--- config.mk ---
export PLATFORM = sky130hd
export DESIGN_NAME = ru_write_gate
export DESIGN_NICKNAME = d
export VERILOG_FILES = /design/src/rtl/ru_write_gate.sv
export SDC_FILE = /design/constraint.sdc
export NUM_CORES = 1
export LEC_CHECK = 0
export CAP_MARGIN = 20
export CORE_AREA = 2 2 80 82
export DETAILED_ROUTE_END_ITERATION = 6
export DIE_AREA = 0 0 82 84
export GPL_TIMING_DRIVEN = 0
export PLACE_DENSITY = 0.81
export SYNTH_ARGS = -nofsm -noshare
export SYNTH_HDL_FRONTEND = slang
export SYNTH_SLANG_ARGS = --single-unit
--- constraint.sdc ---
create_clock -name clk -period 6.3 [get_ports clk]
set_clock_uncertainty 0.05 [all_clocks]
set_input_delay 1.26 -clock clk [delete_from_list [all_inputs] [get_ports clk]]
set_output_delay 1.26 -clock clk [all_outputs]
set_load 0.05 [all_outputs]
--- src/rtl/ru_write_gate.sv ---
module ru_write_gate #(
  parameter int BLK_BITS   = 619008,
  parameter int M_W        = 4,
  parameter int LINK_BITS  = 8,
  parameter int TAIL_BITS  = 8,
  parameter int REF_WOBBLE = 15,
  parameter int START_OFS  = 8,
  localparam int LEN_MAX   = LINK_BITS + ((1 << M_W) - 1) * BLK_BITS,
  localparam int IDX_W     = $clog2(LEN_MAX)
) (
  input  logic             clk,
  input  logic             rst_n,
  input  logic             bit_en,
  input  logic             wob_zc,
  input  logic             word_sync,
  input  logic [1:0]       word_lsb,
  input  logic             start_req,
  input  logic [M_W-1:0]   blk_cnt,
  output logic             wr_gate,
  output logic             link_phase,
  output logic [IDX_W-1:0] bit_idx,
  output logic             miss_err
);
  localparam int WC_W  = $clog2(REF_WOBBLE + 1);
  localparam int OFS_W = $clog2(START_OFS + 1);

  typedef enum logic [2:0] {S_IDLE, S_ARMED, S_WOBBLE, S_OFFSET, S_WRITE} state_t;

  state_t           state;
  logic [WC_W-1:0]  wcnt;
  logic [OFS_W-1:0] ocnt;
  logic [IDX_W-1:0] last_idx;

  wire qual_sync  = word_sync && (word_lsb == 2'b00);
  wire take_start = (state == S_IDLE) && start_req && (blk_cnt != '0);

  assign wr_gate    = (state == S_WRITE);
  assign link_phase = wr_gate && (bit_idx < IDX_W'(LINK_BITS));

  always_ff @(posedge clk) begin
    if (!rst_n) begin
      state    <= S_IDLE;
      wcnt     <= '0;
      ocnt     <= '0;
      last_idx <= '0;
      bit_idx  <= '0;
      miss_err <= 1'b0;
    end else begin
      case (state)
        S_IDLE: if (take_start) begin
          state    <= S_ARMED;
          miss_err <= 1'b0;
          last_idx <= IDX_W'(blk_cnt) * IDX_W'(BLK_BITS) + IDX_W'(LINK_BITS)
                      - IDX_W'(TAIL_BITS) - IDX_W'(1);
        end
        S_ARMED: if (qual_sync) begin
          state <= S_WOBBLE;
          wcnt  <= '0;
        end
        S_WOBBLE: begin
          if (word_sync) begin
            miss_err <= 1'b1;
            wcnt     <= '0;
            if (!qual_sync) state <= S_ARMED;
          end else if (wob_zc) begin
            if (wcnt == WC_W'(REF_WOBBLE)) begin
              state <= S_OFFSET;
              ocnt  <= '0;
            end else begin
              wcnt <= wcnt + WC_W'(1);
            end
          end
        end
        S_OFFSET: if (bit_en) begin
          if (ocnt == OFS_W'(START_OFS - 1)) begin
            state   <= S_WRITE;
            bit_idx <= '0;
          end else begin
            ocnt <= ocnt + OFS_W'(1);
          end
        end
        S_WRITE: if (bit_en) begin
          if (bit_idx == last_idx) begin
            state   <= S_IDLE;
            bit_idx <= '0;
          end else begin
            bit_idx <= bit_idx + IDX_W'(1);
          end
        end
        default: state <= S_IDLE;
      endcase
    end
  end
endmodule


---- Word-level counts from Yosys, hierarchy flattened ----
Cells that the tools add are included.
storage, ports and cells
  bits in latches ......................... 0
  RAM bits ................................ 0
  output and inout bits ................... 27
  input port bits ......................... 12
  word-level logic and storage cells ...... 83
  memories ................................ 0
  ROM bits ................................ 0
  flip-flop bits (word level) ............. 60
cells by class
  order comparisons ....................... 1
  add/subtract/negate cells ............... 6
  bitwise gates (word level) .............. 0
  multiply operators ...................... 1
  divide/modulo/power cells ............... 0
  shift operators ......................... 0
  equality and inequality tests ........... 22
  multiplexer cells ....................... 30
  reductions and logical operators ........ 17
operators with widths
  operator                                                                        number
  24-bit 2-to-1 mux                                                               4
  24-bit case mux with 2 select lines                                             1
  4-bit 2-to-1 mux                                                                9
  3-bit 2-to-1 mux                                                                10
  24-bit by 1-bit adder with 24-bit output (second input constant)                1
  24-bit by 4-bit adder with 24-bit output (second input constant)                1
  24-bit == test                                                                  1
  24-bit by 4-bit less-than comparator with 1-bit output (second input constant)  1
  24-bit by 1-bit subtractor with 24-bit output (second input constant)           1
  24-bit by 4-bit subtractor with 24-bit output (second input constant)           1
  2-bit != test (second input constant)                                           10
  4-bit case mux with 2 select lines                                              2
  4-bit by 11-bit multiplier with 15-bit output (second input constant)           1
  3-bit case mux with 5 select lines                                              1
  3-bit != test (second input constant)                                           4
  9-bit AND reduction                                                             1
  4-bit by 1-bit adder with 4-bit output (second input constant)                  2
  4-bit AND reduction                                                             2
  2-bit nonzero test                                                              4
  3-bit by 2-bit == test with 1-bit output (second input constant)                2
  6-bit AND reduction                                                             1
  4-bit by 3-bit == test with 1-bit output (second input constant)                1
  4-bit == test (second input constant)                                           1
  1-bit logical AND                                                               4
  other kinds (10)                                                                11

---- Depth between registers and ports, before layout ----
  depth after elaboration ................. 5
  depth in mapped cells ................... 12
  depth with buffers taken out ............ 12

---- Least setup slack after synthesis ----
Ideal clock, no wire load.
  kind .................................... input -> register
  from .................................... input blk_cnt[1]
  to ...................................... register last_idx[22]
  setup slack ............................. 2.123 ns
  setup time .............................. 0.123 ns
  stages .................................. 11
  arrival time ............................ 4.004 ns
  cells stage by stage .................... inv_1 -> fa_1 -> inv_1 -> ha_1 -> ha_1 -> xor2_1 -> or4bb_1 -> o21bai_1 -> a2111oi_2 -> a311o_2 -> o211ai_2
on the way
  longest elaborated chain between the ends .. 4
  elaborated cells on any way between the ends .. 7
  those cells by class .................... add/sub (3); mul (1); reduce/logical (3)
RTL lines
  element                                        line  text
  from (decl)                                    18    input logic [M_W-1:0] blk_cnt,
  4-bit by 11-bit multiplier with 15-bit output  53    last_idx <= IDX_W'(blk_cnt) * IDX_W'(BLK_BITS) + IDX_W'(LINK_BITS)
  24-bit by 4-bit adder with 24-bit output       53
  24-bit by 4-bit subtractor with 24-bit output  54    - IDX_W'(TAIL_BITS) - IDX_W'(1);
  24-bit by 1-bit subtractor with 24-bit output  54
  to (signal assigned)                           53
  to (decl)                                      32    logic [IDX_W-1:0] last_idx;
Several ways; a longest one is shown, not always the timed one.
A chain may end at the register's enable or synchronous reset.

---- Worst setup path in the final report ----
  from .................................... input blk_cnt[2]
  to ...................................... register last_idx[22]
The elaborated chain is that of the path after synthesis.

==> impl_metrics.tcl <==
set metrics [dict create \
    grtUsageTotal_pct 24.4 \
    ctsHoldBuffers 0 \
    start_util_pct 57.1 \
    cts_tree "done" \
    h-tree-depth 2 \
    holdPathStages 2 \
    p_per_area_mw_per_mm2 227 \
    synth-seq-cells 52 \
    critPathCaptureType "flop" \
    worst_slack_ns 1.38 \
    synthDominantCellAreaShare_pct 29.9 \
    slowest_delay_ns 0.72 \
    max_freq_ghz 0.203 \
    layout_commonest_cell "nor2_1" \
    finalHoldViolations 0 \
    cts.sinks 52 \
    peakVddDrop_uv 165 \
    die_w_um 82 \
    antenna_found_initial 0 \
    synth_edf_count 0 \
    first_global_vias 3023 \
    ys_warn_count 0 \
    critPathRequiredTime_ns 6.49 \
    relSlewSlack_pct 52.8 \
    die_height_um 84 \
    dp_worst_setup_slack_ns 1.06 \
    post_cts_resized 0 \
    grtUsageMet2_pct 40.8 \
    antenna_cells 0 \
    period_share_pct 78.1 \
    synthTopCellsByArea "dfxtp_1 30%, xnor2_1 9.3%, ha_1 8.6%" \
    hp-start "last_idx[15]$_SDFFE_PN0P_" \
    area_growth_pct 18.3 \
    drc 0 \
    slew_viol_final 0 \
    detail_route.vias_per_cell 5.92 \
    synth.distinct_cells 63 \
    grt_pass1_wl_mm 13.6 \
    port-buffer-count 38 \
    drive_gt1_share_pct 5.82 \
    start_kind "input pin" \
    power_leakage_nw 1.52 \
    path_cells "clkdlybuf4s50_1 -> inv_1 -> fa_1 -> inv_1 -> ha_1 -> ha_1 -> xor2_1 -> or4bb_1 -> o21bai_1 -> a2111oi_2 -> nand3_1 -> o211ai_2" \
    clockBufferDepth 2 \
    gp_congestion 0.880 \
    fin_setup_tns_ns 0 \
    vias 3201 \
    post-route-min-period_ns 4.92 \
    seq_area_frac_synth_pct 29.9 \
    max_cap_viol_count 0 \
    critPathSlowestCell "clkdlybuf4s50_1" \
    first_pass_iters 5 \
    rsz0062_at_grt "false" \
    syn_inst 418 \
    post_cts_buffers 0 \
    drtAntennaViolNets 0 \
    final_cell_mix "57 x nor2_1, 52 x dfxtp_1, 38 x clkdlybuf4s50_1" \
    top_usage_layer "met2" \
    hold_ws_ns 0.436 \
    synth.avg_cell_area_um2 8.32 \
    wl_mm 7.84 \
    synthFlopType "dfxtp_1" \
    die_area_mm2 0.00689 \
    worst_ep_arrival_time_ns 5.12 \
    core_mm2 0.00610 \
    grt-ovfl-total 0 \
    wl_per_cell_um 14.5 \
    netlist_area_mm2 0.00348 \
    fin_nets 502 \
    cts_root_buf "clkbuf_8" \
    crit_path_start "blk_cnt[2]" \
    grt_max_degree 17 \
    nFillCells 510 \
    cts_buffers 5 \
    grt_use_met1_pct 31.7 \
    worst_slew_pin_slew_ns 0.703 \
    ioPinCount 39 \
    clk_latency_ns 0.31 \
    path_class "in2reg" \
    drt_iter0_markers 163 \
    path_max_fanout 9 \
    clkTransAtPathRegs_ns 0.10 \
    finalPower_w 0.000935 \
    yosys.area.top_type "dfxtp_1" \
    worst_r2r_startpoint "bit_idx[11]$_SDFFE_PN0P_" \
    row_count 29 \
    grtUsageMet3_pct 3.68 \
    outcome "finished clean" \
    finalSetupViolCount 0 \
    synth_nets 457 \
    reg2reg_depth 8 \
    dp_hpwl_mm 5.96 \
    hold_class "reg2reg" \
    async_flop_share_pct 0 \
]
[worst max-delay path: cells and delay by family]
kind                     cells  cell delay, ns
adder cells (fa/ha/maj)      3            1.20
AO/OA/AOI/OAI                3            0.79
AND/OR/NAND/NOR              2            0.68
XOR/XNOR                     1            0.20
buffers and inverters        3            0.98
[through the flow]
stage	cell area (um2)	instances	utilization, %
after floorplan	3480	418	-
after global placement	3960	533	64.9
after detailed placement	3960	533	64.9
after CTS	4120	541	67.5
after global routing	4120	541	67.5
final	4120	541	67.5
[layout make-up]
cell class	count	area [um2]	share of cell area, %
Clock buffer	5	68.8	1.67
Multi-Input combinational cell	332	2280	55.5
Buffer	16	86.3	2.10
Clock inverter	3	90.1	2.19
Timing Repair Buffer	38	380	9.24
Sequential cell	52	1040	25.3
Tap cell	77	96.3	2.34
Inverter	18	67.6	1.64
[metal layers]
| metal | vias up | part of all wire (%) |
|---|---|---|
| met2 | 116 | 48 |
| met3 | 14 | 5.9 |
| met5 | - | 0 |
| met1 | 1487 | 44 |
| met4 | 0 | 1.9 |
| li1 | 1584 | - |
[power breakdown]
group          switching (W)  internal [W]  leakage, nW
registers          0.0000193      0.000351        0.423
clock network       0.000116      0.000199       0.0784
logic               0.000146      0.000104         1.02
[synthesized netlist by cell type (3+ instances only)]
library cell  count
nor2_1           57
dfxtp_1          52
xnor2_1          37
nand2_1          26
ha_1             24
a21oi_1          23
o21ai_0          19
inv_1            18
nand4_1          17
nand3_1          16
xor2_1           15
clkbuf_1          9
a211oi_1          7
and3_1            7
nor3_1            6
nor4_1            6
a21o_1            4
buf_2             4
a22oi_1           3
fa_1              3
nand3b_1          3
nor2b_1           3
o21ai_1           3
or3_1             3
or4_1             3
[worst paths after layout]
| path | to | slack, ns |
|---|---|---|
| worst min-delay path | last_idx[15]$_SDFFE_PN0P_ | 0.44 |
| worst max register to register | bit_idx[20]$_SDFFE_PN0P_ | 3.72 |
| worst max-delay path | last_idx[22]$_SDFFE_PN0P_ | 1.38 |
| worst min register to register | last_idx[15]$_SDFFE_PN0P_ | 0.44 |
[cells by family (layout without fill, tap and decap cells)]
group	after synthesis	after routing	synth area share, %
and+or+nand+nor	168	168	25.2
xor gates and xnor gates	52	52	13.1
AOI/OAI and AO/OA	83	83	16.5
muxes	2	2	0.575
DFF	52	52	29.9
adders and majority gates	27	27	10.4
buffers and inverters	34	80	4.42
[flip-flops by register name, summed over array words and instances (netlist names)]
name / cells
miss_err: 1
last_idx: 16
wcnt: 4
state: 3
bit_idx: 24
ocnt: 4
No activity file was read; power rests on OpenSTA's default activity.
